[src/rtl/dly_pkg.sv]
package dly_pkg;
  localparam int unsigned DLY_CODE_W   = 7;
  localparam int unsigned DLY_BASE_LAT = 2;
endpackage

[src/rtl/dly_rst_sync.sv]
module dly_rst_sync (
  input  logic clk,
  input  logic rst_n,
  output logic rst_sync_n
);
  logic [1:0] sync_q;
  logic [1:0] sync_d;

  always_comb begin
    sync_d = {sync_q[0], 1'b1};
  end

  always_ff @(posedge clk or negedge rst_n) begin
    if (!rst_n) sync_q <= 2'b00;
    else        sync_q <= sync_d;
  end

  assign rst_sync_n = sync_q[1];
endmodule

[src/rtl/dly_segment.sv]
module dly_segment #(
  parameter int unsigned LEN = 1
) (
  input  logic clk,
  input  logic rst_n,
  input  logic sel,
  input  logic seg_in,
  output logic seg_out
);
  logic [LEN-1:0] sr_q;
  logic [LEN-1:0] sr_d;

  always_comb begin
    sr_d[0] = seg_in;
    for (int i = 1; i < int'(LEN); i++) sr_d[i] = sr_q[i-1];
  end

  // Shift only while the segment is in the path (clock enable = sel).
  always_ff @(posedge clk or negedge rst_n) begin
    if (!rst_n)   sr_q <= '0;
    else if (sel) sr_q <= sr_d;
  end

  assign seg_out = sel ? sr_q[LEN-1] : seg_in;

  // a selected segment takes in the incoming sample
  a_r3_seg_shift_in: assert property (@(posedge clk) disable iff (!rst_n)
    sel |=> (sr_q[0] == $past(seg_in)));

  // a bypassed segment keeps its contents frozen
  a_r3_seg_hold: assert property (@(posedge clk) disable iff (!rst_n)
    !sel |=> $stable(sr_q));
endmodule

[src/rtl/dly_chain.sv]
module dly_chain #(
  parameter int unsigned CODE_W = dly_pkg::DLY_CODE_W
) (
  input  logic              clk,
  input  logic              rst_n,
  input  logic [CODE_W-1:0] tap_code,
  input  logic              force_max,
  input  logic              chain_in,
  output logic              chain_out
);
  localparam int unsigned N_LINK = CODE_W + 2;

  logic [CODE_W-1:0] code_eff;
  logic [N_LINK-1:0] link;

  always_comb begin
    code_eff = force_max ? {CODE_W{1'b1}} : tap_code;
  end

  assign link[0] = chain_in;

  for (genvar g = 0; g < int'(CODE_W); g++) begin : g_seg
    dly_segment #(.LEN(1 << g)) u_seg (
      .clk    (clk),
      .rst_n  (rst_n),
      .sel    (code_eff[g]),
      .seg_in (link[g]),
      .seg_out(link[g+1])
    );
  end

  // One extra step past the all-ones code keeps the delay monotonic.
  dly_segment #(.LEN(1)) u_seg_max (
    .clk    (clk),
    .rst_n  (rst_n),
    .sel    (force_max),
    .seg_in (link[CODE_W]),
    .seg_out(link[CODE_W+1])
  );

  assign chain_out = link[N_LINK-1];
endmodule

[src/rtl/prog_delay_line.sv]
module prog_delay_line #(
  parameter int unsigned CODE_W   = dly_pkg::DLY_CODE_W,
  parameter int unsigned BASE_LAT = dly_pkg::DLY_BASE_LAT
) (
  input  logic              clk,
  input  logic              rst_n,
  input  logic              din,
  input  logic [CODE_W-1:0] tap_code,
  input  logic              force_max,
  input  logic              inhibit,
  output logic              dout
);
  localparam int unsigned IN_STG = BASE_LAT - 1;

  logic rst_sync_n;
  logic chain_in;
  logic chain_out;
  logic dout_q;
  logic dout_d;

  dly_rst_sync u_rst (
    .clk       (clk),
    .rst_n     (rst_n),
    .rst_sync_n(rst_sync_n)
  );

  if (IN_STG == 0) begin : g_no_inpipe
    assign chain_in = din;
  end else begin : g_inpipe
    logic [IN_STG-1:0] pipe_q;
    logic [IN_STG-1:0] pipe_d;

    always_comb begin
      pipe_d[0] = din;
      for (int i = 1; i < int'(IN_STG); i++) pipe_d[i] = pipe_q[i-1];
    end

    always_ff @(posedge clk or negedge rst_sync_n) begin
      if (!rst_sync_n) pipe_q <= '0;
      else             pipe_q <= pipe_d;
    end

    assign chain_in = pipe_q[IN_STG-1];
  end

  dly_chain #(.CODE_W(CODE_W)) u_chain (
    .clk      (clk),
    .rst_n    (rst_sync_n),
    .tap_code (tap_code),
    .force_max(force_max),
    .chain_in (chain_in),
    .chain_out(chain_out)
  );

  always_comb begin
    dout_d = inhibit ? 1'b0 : chain_out;
  end

  always_ff @(posedge clk or negedge rst_sync_n) begin
    if (!rst_sync_n) dout_q <= 1'b0;
    else             dout_q <= dout_d;
  end

  assign dout = dout_q;

  // inhibit sampled high gives a low output after the edge
  a_r6_inhibit_low: assert property (@(posedge clk) disable iff (!rst_sync_n)
    inhibit |=> !dout);

  // with every segment bypassed the output trails the input pipe by one edge
  a_r2_zero_code: assert property (@(posedge clk) disable iff (!rst_sync_n)
    (!inhibit && !force_max && (tap_code == '0)) |=> (dout == $past(chain_in)));
endmodule

[config.mk]
export PLATFORM = sky130hd
export DESIGN_NAME = prog_delay_line
export DESIGN_NICKNAME = d
export VERILOG_FILES = /design/src/rtl/dly_pkg.sv /design/src/rtl/dly_rst_sync.sv /design/src/rtl/dly_segment.sv /design/src/rtl/dly_chain.sv /design/src/rtl/prog_delay_line.sv
export SDC_FILE = /design/constraint.sdc
export NUM_CORES = 1
export LEC_CHECK = 0
export BUFFER_PORTS_ARGS = -buffer_cell sky130_fd_sc_hd__clkbuf_2
export CORE_MARGIN = 1
export CORE_UTILIZATION = 35
export DETAILED_ROUTE_END_ITERATION = 10
export PLACE_DENSITY = 0.58
export SLEW_MARGIN = 20
export SYNTH_ARGS = -nofsm -noshare
export SYNTH_HDL_FRONTEND = slang
export SYNTH_SLANG_ARGS = --single-unit
[constraint.sdc]
create_clock -name clk -period 3.67 [get_ports clk]
set_input_delay 0.367 -clock clk [delete_from_list [all_inputs] [get_ports clk]]
set_output_delay 0.367 -clock clk [all_outputs]
set_load 0.05 [all_outputs]
* After elaboration in Yosys (flattened, before gate mapping) *
Cells that the tools add are included.

operators by class
  add/sub/neg operators = 0
  multipliers = 0
  div/mod/pow operators = 0
  magnitude comparators = 0
  eq/ne operators = 0
  shifts and indexed selects = 0
  multiplexer cells = 10
  bitwise operators = 0
  reductions and logical operators = 0

operator list
  cell    number
  $mux 1  9
  $mux 7  1

storage, ports and cells
  register bits = 132
  bits in latches = 0
  memory bits (writable) = 0
  bits in read-only memories = 0
  input port bits = 12
  output and inout port bits = 1
  logic and storage cells = 21
  memories = 0

* Longest topological paths before layout *
Gate-level depths: netlist (run 1).

  word-level depth = 10
  mapped depth = 6
  depth with buffers taken out = 4

* By module *
A second synthesis (run 1) with hierarchy kept.

unflattened totals
  cells, all modules = 291
  area total of the unflattened synthesis = 5454.0 um2

by module, submodules not included
  module                                     times used  cells each  area each (um2)  sequential area each (um2)
  dly_segment at u_chain.g_seg[6].u_seg      1           136         2593.7           1601.5
  dly_segment at u_chain.g_seg[5].u_seg      1           69          1356.3           800.8
  dly_segment at u_chain.g_seg[4].u_seg      1           35          660.6            400.4
  dly_segment at u_chain.g_seg[3].u_seg      1           18          346.6            200.2
  dly_segment at u_chain.g_seg[2].u_seg      1           9           156.4            100.1
  dly_segment at u_chain.g_seg[0].u_seg ...  2           3           47.5             25.0
  dly_segment at u_chain.g_seg[1].u_seg      1           5           83.8             50.0
  prog_delay_line                            1           3           63.8             50.0
  dly_rst_sync                               1           3           53.8             50.0
  dly_chain                                  1           7           43.8             0.0

* Worst setup path after synthesis (run 1) *
Ideal clock, no wire load.

  path type = input to register
  from = in force_max
  to = reg u_chain.g_seg[6].u_seg.sr_q[0]
  setup time = 0.129 ns
  arrival time = 1.372 ns
  required time = 3.541 ns
  path slack = 2.169 ns
  cell stages on the path = 5
  path buffers = 1
  cells stage by stage = buf_6 or2_4 a221o_1 a31oi_2 o31ai_1

between the ends
  cells in the longest elaborated chain, start to end = 7

ends and longest elaborated chain
  item                    RTL line              RTL
  start: declaration      prog_delay_line.sv:9  input logic force_max,
  $mux 7 (*)              dly_chain.sv:17       code_eff = force_max ? {CODE_W{1'b1}} : tap_code;
  $mux 1 (6 in a row)     dly_segment.sv:24     assign seg_out = sel ? sr_q[LEN-1] : seg_in;
  end signal: assignment  dly_segment.sv:21     else if (sel) sr_q <= sr_d;
  end: declaration        dly_segment.sv:10     logic [LEN-1:0] sr_q;

Mark *: on every way between the ends. The rest lies on a longest branch, timed or not.
A chain may end at the register's enable or synchronous reset.

* Worst setup path in the final report (run 1) *
Same ends and word-level chain as after synthesis.

==> key figures, run 1 <==
CTS
  – CTS buffer count: 17
  – CTS tree: built
  – CTS sink cnt: 132
  – Htree depth: 4
  – Post-CTS setup buffers: 0
  – Clock Tree Root: clkbuf_16
  – Clock buffer depth: 2
  – Worst-Skew Late Latency: 400 ps
  – CTS clock-pin slew for the worst setup and hold paths: 50 ps
  – Post-CTS sizing: 0

Min path
  – Hold Path Sink: chain_in
  – Hold Path Cell Cnt: 1
  – Hold Path Origin: din
  – Hold Path Class: input pin to flip-flop

Die
  – Row count: 43
  – Initial Util: 0.361
  – Die Height: 122 um
  – Die Width: 122 um
  – Ports: 13
  – Core footprint: 0.0139 mm2
  – Die area: 0.0148 mm2

Critical path
  – RR Startpoint: u_chain.g_seg[0].u_seg.sr_q
  – Kind of critical path: input pin to flip-flop
  – Worst setup EP type: flip-flop
  – Critical path launch point type: input pin
  – CP Max Fanout: 18
  – Crit path DAT: 1830 ps
  – Worst path cell trace: clkbuf_2, nor2_1, o41ai_1, a31oi_2, o31ai_1
  – Reg2Reg Depth: 4
  – Crit-path max cell delay: 740 ps
  – CP Data Required Time: 3920 ps
  – Worst path slowest cell: nor2_1
  – R2r setup slk: 2190 ps
  – Reg2reg end: u_chain.g_seg[6].u_seg.sr_q[0]

Finish
  – Layout net count: 345
  – Most common cell after layout, fill and taps aside: dfrtp_1
  – Post-Layout Cell Count: 524
  – Antenna diodes: 0
  – Layout cells sized above 1: 0.497
  – Commonest cells after routing, fill and taps aside: dfrtp_1 (131), mux2_2 (124), clkbuf_16 (17)
  – P&R area growth vs syn: 16.2%

Drt
  – DR WL/cell: 12.4 um
  – Number of remaining DRC errors: 0
  – Via count: 2448
  – Drt initial violations: 145
  – Vias per cell: 4.67
  – Drt total wl: 6490 um
  – Routed Antenna Nets: 0
  – TritonRoute pass-1 iters: 4

Timing
  – Headroom to the max-slew limit: 0.372
  – Setup TNS: 0 ps
  – Final number of setup-violating endpoints: 0
  – Fin. Hold Viols: 0
  – Peak Freq: 0.635 GHz
  – Worst-margin pin slew: 942 ps
  – Fin crit period: 1570 ps
  – Fin crit share: 0.429
  – Final Slew Violations: 0
  – Final setup margin: 2100 ps
  – Final Skew: 7.18 ps
  – RSZ-0062 raised after global routing: no

Placement
  – Post-DP HPWL: 3830 um
  – IO Port Bufs: 12
  – Routability cong.: 0.673
  – Placed cell count: 493
  – Dpl ws: 1680 ps

Global route
  – First-pass GRT wire length: 11900 um
  – Total global-route track usage: 0.105
  – GR peak layer: met2
  – Met2 global-route usage: 0.165
  – Largest net degree at the start of global routing: 77
  – Overflow after GRT: 0
  – Vias in the first global route: 2660
  – Global Route met1 Usage: 0.124
  – Initial antenna violation count: 0
  – M3 GR Usage: 0.0393

Run status
  – Outcome: finished clean

Power and ir drop
  – Clock network power share: 0.382
  – Reg power frac: 0.500
  – Logic pwr share: 0.118
  – Static Leak: 2.73 nW
  – Internal Power: 3.17 mW
  – Sw frac: 0.218
  – P per Cell Area: 695 mW/mm2
  – Max VDD drop: 0.000368 V
  – Sw Pwr: 0.885 mW

Logic synthesis
  – Sequential share of the synthesized area: 0.657
  – Mapped Nets: 326
  – Average size of a mapped cell: 16.0 um2
  – EDFF count, synth: 0
  – Unique masters post-synth: 25
  – Yosys reg bits: 132
  – YS warnings: 0
  – Asr flop ratio synth: 1.00
  – Post-Syn Instances: 314
  – Primary flip-flop cell chosen by synthesis mapping: dfrtp_1
  – Cell area after synthesis: 0.00503 mm2

Job
  – Max Cap Violations: 0
## routing by layer
layer | vias up | part of all wire | routed length (um)
met2 | 20 | 0.49 | 3200
li1 | 1137 | - | -
met5 | - | 0 | 0
met3 | 6 | 0.032 | 210
met1 | 1285 | 0.46 | 3000
met4 | 0 | 0.012 | 76
## worst max-delay path, delay by kind of cell
family	cells	cell delay [ps]
AND/OR/NAND/NOR	1	740
AO/OA/AOI/OAI	3	470
buffers and inverters	1	240
## synthesized netlist by cell type (2+ instances only)
cell / count / area, um2
inv_1: 2 / 7.51
nor3_1: 2 / 10.0
o21ai_0: 2 / 10.0
o22a_1: 2 / 17.5
dfrtp_1: 132 / 3300
a21oi_1: 7 / 35.0
mux2_2: 124 / 1400
nor2_1: 11 / 41.3
nand2_1: 3 / 11.3
buf_2: 14 / 70.1
## worst max path at each step
stage | cells past startpoint | endpoint | slack, ps | from
4_1_cts | 5 | u_chain.g_seg[6].u_seg.sr_q[0] | 2100 | force_max
3_5_place_dp | 5 | u_chain.g_seg[6].u_seg.sr_q[0] | 1680 | force_max
5_1_grt | 5 | u_chain.g_seg[6].u_seg.sr_q[0] | 1920 | force_max
3_3_place_gp | 5 | u_chain.g_seg[6].u_seg.sr_q[0] | 1730 | force_max
2_1_floorplan | 0 | chain_in | 1470 | u_rst.sync_q[1]
6_report | 5 | u_chain.g_seg[6].u_seg.sr_q[0] | 2100 | force_max
## final cells by class
type                    instances  area [um2]
multi-input cells             164        1640
clock inverters                 4        47.5
clock buffers                  26         509
inverters                       2        7.51
fillers                      1253        8100
repair buffers                 16         105
well taps                     180         225
flip-flops and latches        132        3310
## cell families (layout without fill, tap and decap cells)
kind of cell           count (synthesis)  count (layout)  synth area share
AO/OA/AOI/OAI                         17              17            0.0232
flip-flops                           132             132             0.657
multiplexers                         125             125             0.280
buffers and inverters                 18              48            0.0187
other                                  1               1          0.000746
AND/OR/NAND/NOR                       21              21            0.0204
## registers in the layout, summed over array words and instances (netlist names)
signal / flops
u_rst.sync_q: 2
chain_in: 1
u_chain.u_seg_max.sr_q: 1
u_chain.g_seg.u_seg.sr_q: 127
dout: 1
## stage by stage
step,power (mW),utilization,hold slack (ps),area [um2]
finish,4.06,0.419,71.6,5840
global route,4.29,0.419,56.5,5840
CTS,4.13,0.419,51.9,5840
detailed placement,2.54,0.378,155,5270
global placement,2.51,0.378,152,5270
floorplan,2.42,-,71.4,5030
## power by group through the flow
stage | combinational [mW] | clock, mW | sequential [mW]
final | 0.477 | 1.55 | 2.03
after global routing | 0.539 | 1.66 | 2.09
after CTS | 0.490 | 1.60 | 2.04
after detailed placement | 0.488 | 0 | 2.06
after global placement | 0.466 | 0 | 2.04
after floorplan | 0.417 | 0 | 2.00
## repair_timing
action | in CTS | in global routing
setup endpoints to repair | 0 | 0
hold buffers | 1 | 0
endpoints found under the hold margin | 2 | 0
(Power assumes the default switching activity.)
==> inputs of run 2 (changes only) <==
--- a/config.mk
+++ b/config.mk
@@ -5,11 +5,12 @@
 export SDC_FILE = /design/constraint.sdc
 export NUM_CORES = 1
 export LEC_CHECK = 0
+export ABC_AREA = 1
 export BUFFER_PORTS_ARGS = -buffer_cell sky130_fd_sc_hd__clkbuf_2
 export CORE_MARGIN = 1
 export CORE_UTILIZATION = 35
 export DETAILED_ROUTE_END_ITERATION = 10
-export PLACE_DENSITY = 0.58
+export PLACE_DENSITY = 0.57
 export SLEW_MARGIN = 20
 export SYNTH_ARGS = -nofsm -noshare
 export SYNTH_HDL_FRONTEND = slang
==> constraint.sdc (replaced) <==
create_clock -name clk -period 1.4 [get_ports clk]
set_input_delay 0.14 -clock clk [delete_from_list [all_inputs] [get_ports clk]]
set_output_delay 0.14 -clock clk [all_outputs]
set_load 0.05 [all_outputs]
==> key figures, run 2 <==
Logic synthesis
  – Yosys reg bits: 132
  – Synth top area share: 0.644
  – Post-Syn Instances: 579
  – Cell area after synthesis: 0.00513 mm2
  – Primary flip-flop cell chosen by synthesis mapping: dfrtp_1
  – Unique masters post-synth: 23
  – Top cells by count, synth: nand2_1 (350), dfrtp_1 (132), inv_1 (13)
  – Asr flop ratio synth: 1.00
  – Count leader, synth: nand2_1
  – Cell taking the most area after synthesis: dfrtp_1
  – YS warnings: 0
  – Mapped Nets: 591
  – Average size of a mapped cell: 8.86 um2
  – Sequential share of the synthesized area: 0.644
  – Synth top area cells: dfrtp_1 (64%), nand2_1 (26%), buf_2 (1.1%)
  – EDFF count, synth: 0

Timing
  – RSZ-0062 raised after global routing: yes
  – Final Skew: 7.85 ps
  – Peak Freq: 0.774 GHz
  – Fin crit period: 1290 ps
  – Fin crit share: 0.923
  – Setup TNS: 0 ps
  – Fin. Hold Viols: 0
  – Final Slew Violations: 0
  – Final setup margin: 108 ps
  – Final number of setup-violating endpoints: 0

CTS
  – Worst-Skew Late Latency: 410 ps
  – CTS tree: built
  – CTS clock-pin slew for the worst setup and hold paths: 60 ps
  – Clock Tree Root: clkbuf_16
  – Post-CTS setup buffers: 0
  – Clock buffer depth: 2
  – Htree depth: 4
  – CTS buffer count: 17
  – CTS sink cnt: 132

Run status
  – Outcome: finished clean

Finish
  – P&R area growth vs syn: 21.9%
  – Largest register FFs: 127
  – Most common cell after layout, fill and taps aside: nand2_1
  – Antenna diodes: 0
  – Top reg by flops: u_chain.g_seg.u_seg.sr_q
  – Layout cells sized above 1: 0.139
  – Layout net count: 623
  – Post-Layout Cell Count: 804
  – Commonest cells after routing, fill and taps aside: nand2_1 (349), dfrtp_1 (131), clkbuf_16 (17)
  – Largest registers: u_chain.g_seg.u_seg.sr_q x127, u_rst.sync_q x2

Placement
  – Post-DP HPWL: 5450 um
  – Dpl ws: -68.9 ps
  – Placed cell count: 769
  – IO Port Bufs: 12
  – Routability cong.: 0.775

Critical path
  – Kind of critical path: flip-flop to flip-flop
  – Worst path slowest cell: dfrtp_1
  – CP Max Fanout: 2
  – Crit-path max cell delay: 370 ps
  – Worst path cell trace: inv_1, nand2_1, nand3_1, nand3_1, nand3_2, nand3_1, nand3_1, nand3_1, nand3_1, o21ai_1
  – Worst setup EP type: flip-flop
  – Critical path launch point type: flip-flop
  – Crit path DAT: 1580 ps
  – Crit path top cell by count: nand3_1
  – CP Data Required Time: 1690 ps

Global route
  – Initial antenna violation count: 0
  – Overflow after GRT: 0
  – Largest net degree at the start of global routing: 65
  – First-pass GRT wire length: 16200 um
  – Vias in the first global route: 3747
  – Total global-route track usage: 0.138

Die
  – Die area: 0.0151 mm2
  – Core footprint: 0.0141 mm2
  – Ports: 13
  – Row count: 43
  – Die Height: 123 um
  – Die Width: 123 um
  – Initial Util: 0.364

Drt
  – Via count: 3615
  – Drt initial violations: 224
  – Routed Antenna Nets: 0
  – TritonRoute pass-1 iters: 4
  – Top layer in use: met4
  – Number of remaining DRC errors: 0
  – DR WL/cell: 10.9 um
  – Met2 WL: 4150 um
  – WL met3: 200 um
  – Vias per cell: 4.50
  – Drt total wl: 8750 um
  – M1 WL: 4300 um

Min path
  – Hold Path Class: input pin to flip-flop

Power and ir drop
  – Static Leak: 3.37 nW
  – P per Cell Area: 1680 mW/mm2
  – Max VDD drop: 0.000987 V

Job
  – Max Cap Violations: 0
[run 2: repair_timing]
action                                  CTS  global route
hold buffers                              3             0
hold endpoints to repair                  4             0
endpoints found under the setup margin    0             2
gates resized for setup                   0             4
[run 2: layout make-up]
type | count | area, um2
Fill cell | 1341 | 7840
Clock inverter | 11 | 174
Multi-Input combinational cell | 405 | 1660
Clock buffer | 21 | 470
Timing Repair Buffer | 37 | 343
Inverter | 18 | 70.1
Tap cell | 180 | 225
Sequential cell | 132 | 3310
[run 2: critical path, delay by kind of cell (launching register included)]
family	cells	cell delay, ps
flops	1	370
compound gates	1	60
buf+inv	1	70
simple gates	8	670
[run 2: per-stage QoR]
stage / power (mW) / instance area [um2] / utilization / hold WS (ps)
after floorplan: 5.52 / 5130 / - / -156
after detailed placement: 5.86 / 5560 / 0.394 / -69.8
after CTS: 10.7 / 6230 / 0.442 / 17.2
after global routing: 11.1 / 6250 / 0.444 / 33.9
final: 10.5 / 6250 / 0.444 / 35.4
after global placement: 5.80 / 5560 / 0.394 / -72.0
[run 2: cell families after synthesis]
logic type / synth area share
buffers and inverters: 0.0361
flip-flops: 0.644
AND/OR/NAND/NOR: 0.298
other: 0.000731
AO/OA/AOI/OAI: 0.0207
[run 2: path summary, 6_finish.rpt]
path	start	endpoint	slack [ps]	cells after the start
hold / removal	tap_code[2]	u_chain.g_seg[2].u_seg.sr_q[1]	40	4
setup reg to reg	chain_in	u_chain.u_seg_max.sr_q	110	10
setup / recovery	chain_in	u_chain.u_seg_max.sr_q	110	10
max in group asynchronous	u_rst.sync_q[1]	u_chain.g_seg[5].u_seg.sr_q[6]	610	1
hold reg to reg	u_rst.sync_q[1]	u_chain.g_seg[6].u_seg.sr_q[17]	260	0
min in group asynchronous	rst_n	u_rst.sync_q[1]	50	2
[run 2: power by group]
| group | total (mW) | switching (mW) | internal, mW |
|---|---|---|---|
| Clock | 4.72 | 1.59 | 3.13 |
| Sequential | 4.82 | 0.356 | 4.47 |
| Combinational | 0.973 | 0.576 | 0.397 |
[run 2: metal layers]
layer | track usage | vias to the layer above
met5 | 0 | -
met4 | 0.0595 | 0
met3 | 0.0470 | 8
met2 | 0.228 | 35
met1 | 0.165 | 1741
li1 | - | 1831
==> inputs of run 3 (changes only) <==
--- a/config.mk
+++ b/config.mk
@@ -9,6 +9,7 @@
 export BUFFER_PORTS_ARGS = -buffer_cell sky130_fd_sc_hd__clkbuf_2
 export CORE_MARGIN = 1
 export CORE_UTILIZATION = 35
+export CTS_BUF_LIST = sky130_fd_sc_hd__clkbuf_2
 export DETAILED_ROUTE_END_ITERATION = 10
 export PLACE_DENSITY = 0.57
 export SLEW_MARGIN = 20
==> key figures, run 3 (synthesis results as in run 2) <==
Run status
  – Outcome: finished with violations
  – Failing checks: setup timing

Critical path
  – CP Data Required Time: 1260 ps
  – Kind of critical path: flip-flop to output pin
  – Worst path slowest cell: dfrtp_1
  – Crit path DAT: 1280 ps
  – CP delay by family, top: flip-flops
  – Crit-path max cell delay: 440 ps
  – Critical path launch point type: flip-flop
  – CP Max Fanout: 1
  – Worst setup EP type: output pin
  – Worst Path Buf+Inv: 1
  – Worst path cell trace: buf_8

Placement
  – IO Port Bufs: 12
  – Placed instance area: 0.00556 mm2
  – Post-DP HPWL: 5450 um
  – Routability cong.: 0.775

Global route
  – First-pass GRT wire length: 16200 um
  – Initial antenna violation count: 1
  – Largest net degree at the start of global routing: 65
  – Overflow after GRT: 0
  – Total global-route track usage: 0.139
  – Vias in the first global route: 3772

CTS
  – CTS tree: built
  – CTS sink cnt: 132
  – Clock buffer depth: 2
  – Worst-Skew Late Latency: 700 ps
  – Clock Tree Root: clkbuf_2
  – CTS clock-pin slew for the worst setup and hold paths: 180 ps
  – Htree depth: 4
  – CTS buffer count: 17

Finish
  – Largest register FFs: 127
  – Layout net count: 636
  – Commonest cells after routing, fill and taps aside: nand2_1 (348), dfrtp_1 (131), clkbuf_2 (29)
  – Most common cell after layout, fill and taps aside: nand2_1
  – Largest registers: u_chain.g_seg.u_seg.sr_q x127, u_rst.sync_q x2
  – Layout cells sized above 1: 0.141
  – Post-route cell area: 0.00604 mm2
  – Layout Utilization: 0.429
  – Top reg by flops: u_chain.g_seg.u_seg.sr_q
  – P&R area growth vs syn: 17.8%

Job
  – Max Cap Violations: 0

Die
  – Initial Util: 0.364
  – Die Width: 123 um
  – Die Height: 123 um
  – Die area: 0.0151 mm2
  – Ports: 13
  – Row count: 43
  – Core footprint: 0.0141 mm2

Power and ir drop
  – Static Leak: 3.27 nW
  – Max VDD drop: 0.000925 V
  – Internal Power: 6.05 mW
  – Clock network power share: 0.304
  – Sw Pwr: 2.32 mW
  – Sw frac: 0.277
  – Reg power frac: 0.575
  – Logic pwr share: 0.121
  – P per Cell Area: 1380 mW/mm2

Drt
  – Drt total wl: 8910 um
  – Routed Antenna Nets: 0
  – Number of remaining DRC errors: 0
  – TritonRoute pass-1 iters: 5
  – Via count: 3670
  – Vias per cell: 4.49
  – Drt initial violations: 203
  – DR WL/cell: 10.9 um

Min path
  – Hold Path Class: input pin to flip-flop

Timing
  – Final Slew Violations: 0
  – Fin. Hold Viols: 0
  – Fin crit period: 1420 ps
  – Setup TNS: -17.4 ps
  – Final number of setup-violating endpoints: 1
  – Peak Freq: 0.706 GHz
  – Final Skew: 35.7 ps
  – Fin crit share: 1.01
  – RSZ-0062 raised after global routing: yes
  – Final setup margin: -17.4 ps
[run 3: changes by cell type in the layout (fill, tap and decap cells not counted), moves of 3 or more]
cell           before  now
clkbuf_16          17    0
clkbuf_2           12   29
dlygate4sd3_1       3   16
clkbuf_8            3    0
clkinv_1            0    3
nand3_1             8    5
nand3_2             7   10
[run 3: final timing paths]
path / startpoint / end / slack [ps] / cells after the start
min in group asynchronous: u_rst.sync_q[1] / u_chain.g_seg[6].u_seg.sr_q[62] / 250 / 0
hold reg to reg: u_rst.sync_q[1] / u_chain.g_seg[6].u_seg.sr_q[62] / 250 / 0
setup / recovery: dout / dout / -20 / 1
hold / removal: din / chain_in / 100 / 2
max in group asynchronous: u_rst.sync_q[1] / u_chain.g_seg[5].u_seg.sr_q[6] / 600 / 1
setup reg to reg: u_chain.g_seg[1].u_seg.sr_q[1] / dout / 100 / 9
[run 3: final cells by class]
type / instances / area [um2]
fillers: 1384 / 8050
diodes: 1 / 2.50
inverters: 18 / 70.1
multi-input cells: 405 / 1680
flip-flops and latches: 132 / 3310
repair buffers: 50 / 483
clock inverters: 14 / 185
well taps: 180 / 225
clock buffers: 18 / 90.1
[run 3: power groups by stage]
stage | combinational [mW] | sequential, mW | clock [mW]
2_1_floorplan | 0.685 | 4.83 | 0
3_3_place_gp | 0.944 | 4.86 | 0
3_5_place_dp | 0.986 | 4.87 | 0
4_1_cts | 1.03 | 4.81 | 2.65
5_1_grt | 1.20 | 4.90 | 2.82
6_report | 1.01 | 4.81 | 2.54
[run 3: repair_timing]
action,in CTS,in global routing
gates cloned,0,0
hold buffers,16,0
setup buffers,0,0
resized for setup,2,10
endpoints found under the setup margin,1,3
pin swaps,0,7
hold endpoints to repair,131,0
[run 3: per-stage QoR]
| stage | hold slack (ps) | total power [mW] | setup WS, ps | cells |
|---|---|---|---|---|
| after floorplan | -156 | 5.52 | 1.16 | 579 |
| after global placement | -72.0 | 5.80 | 80.4 | 769 |
| after detailed placement | -69.8 | 5.86 | -68.9 | 769 |
| after CTS | 4.94 | 8.49 | -118 | 817 |
| after global routing | 7.37 | 8.92 | -150 | 818 |
| final | 95.0 | 8.36 | -17.4 | 818 |
[run 3: metal layers]
layer | vias up | global-route usage | share of wire
met5 | - | 0 | 0
met3 | 13 | 0.0475 | 0.035
met2 | 49 | 0.230 | 0.47
met1 | 1753 | 0.160 | 0.48
met4 | 0 | 0.0685 | 0.015
li1 | 1855 | - | -
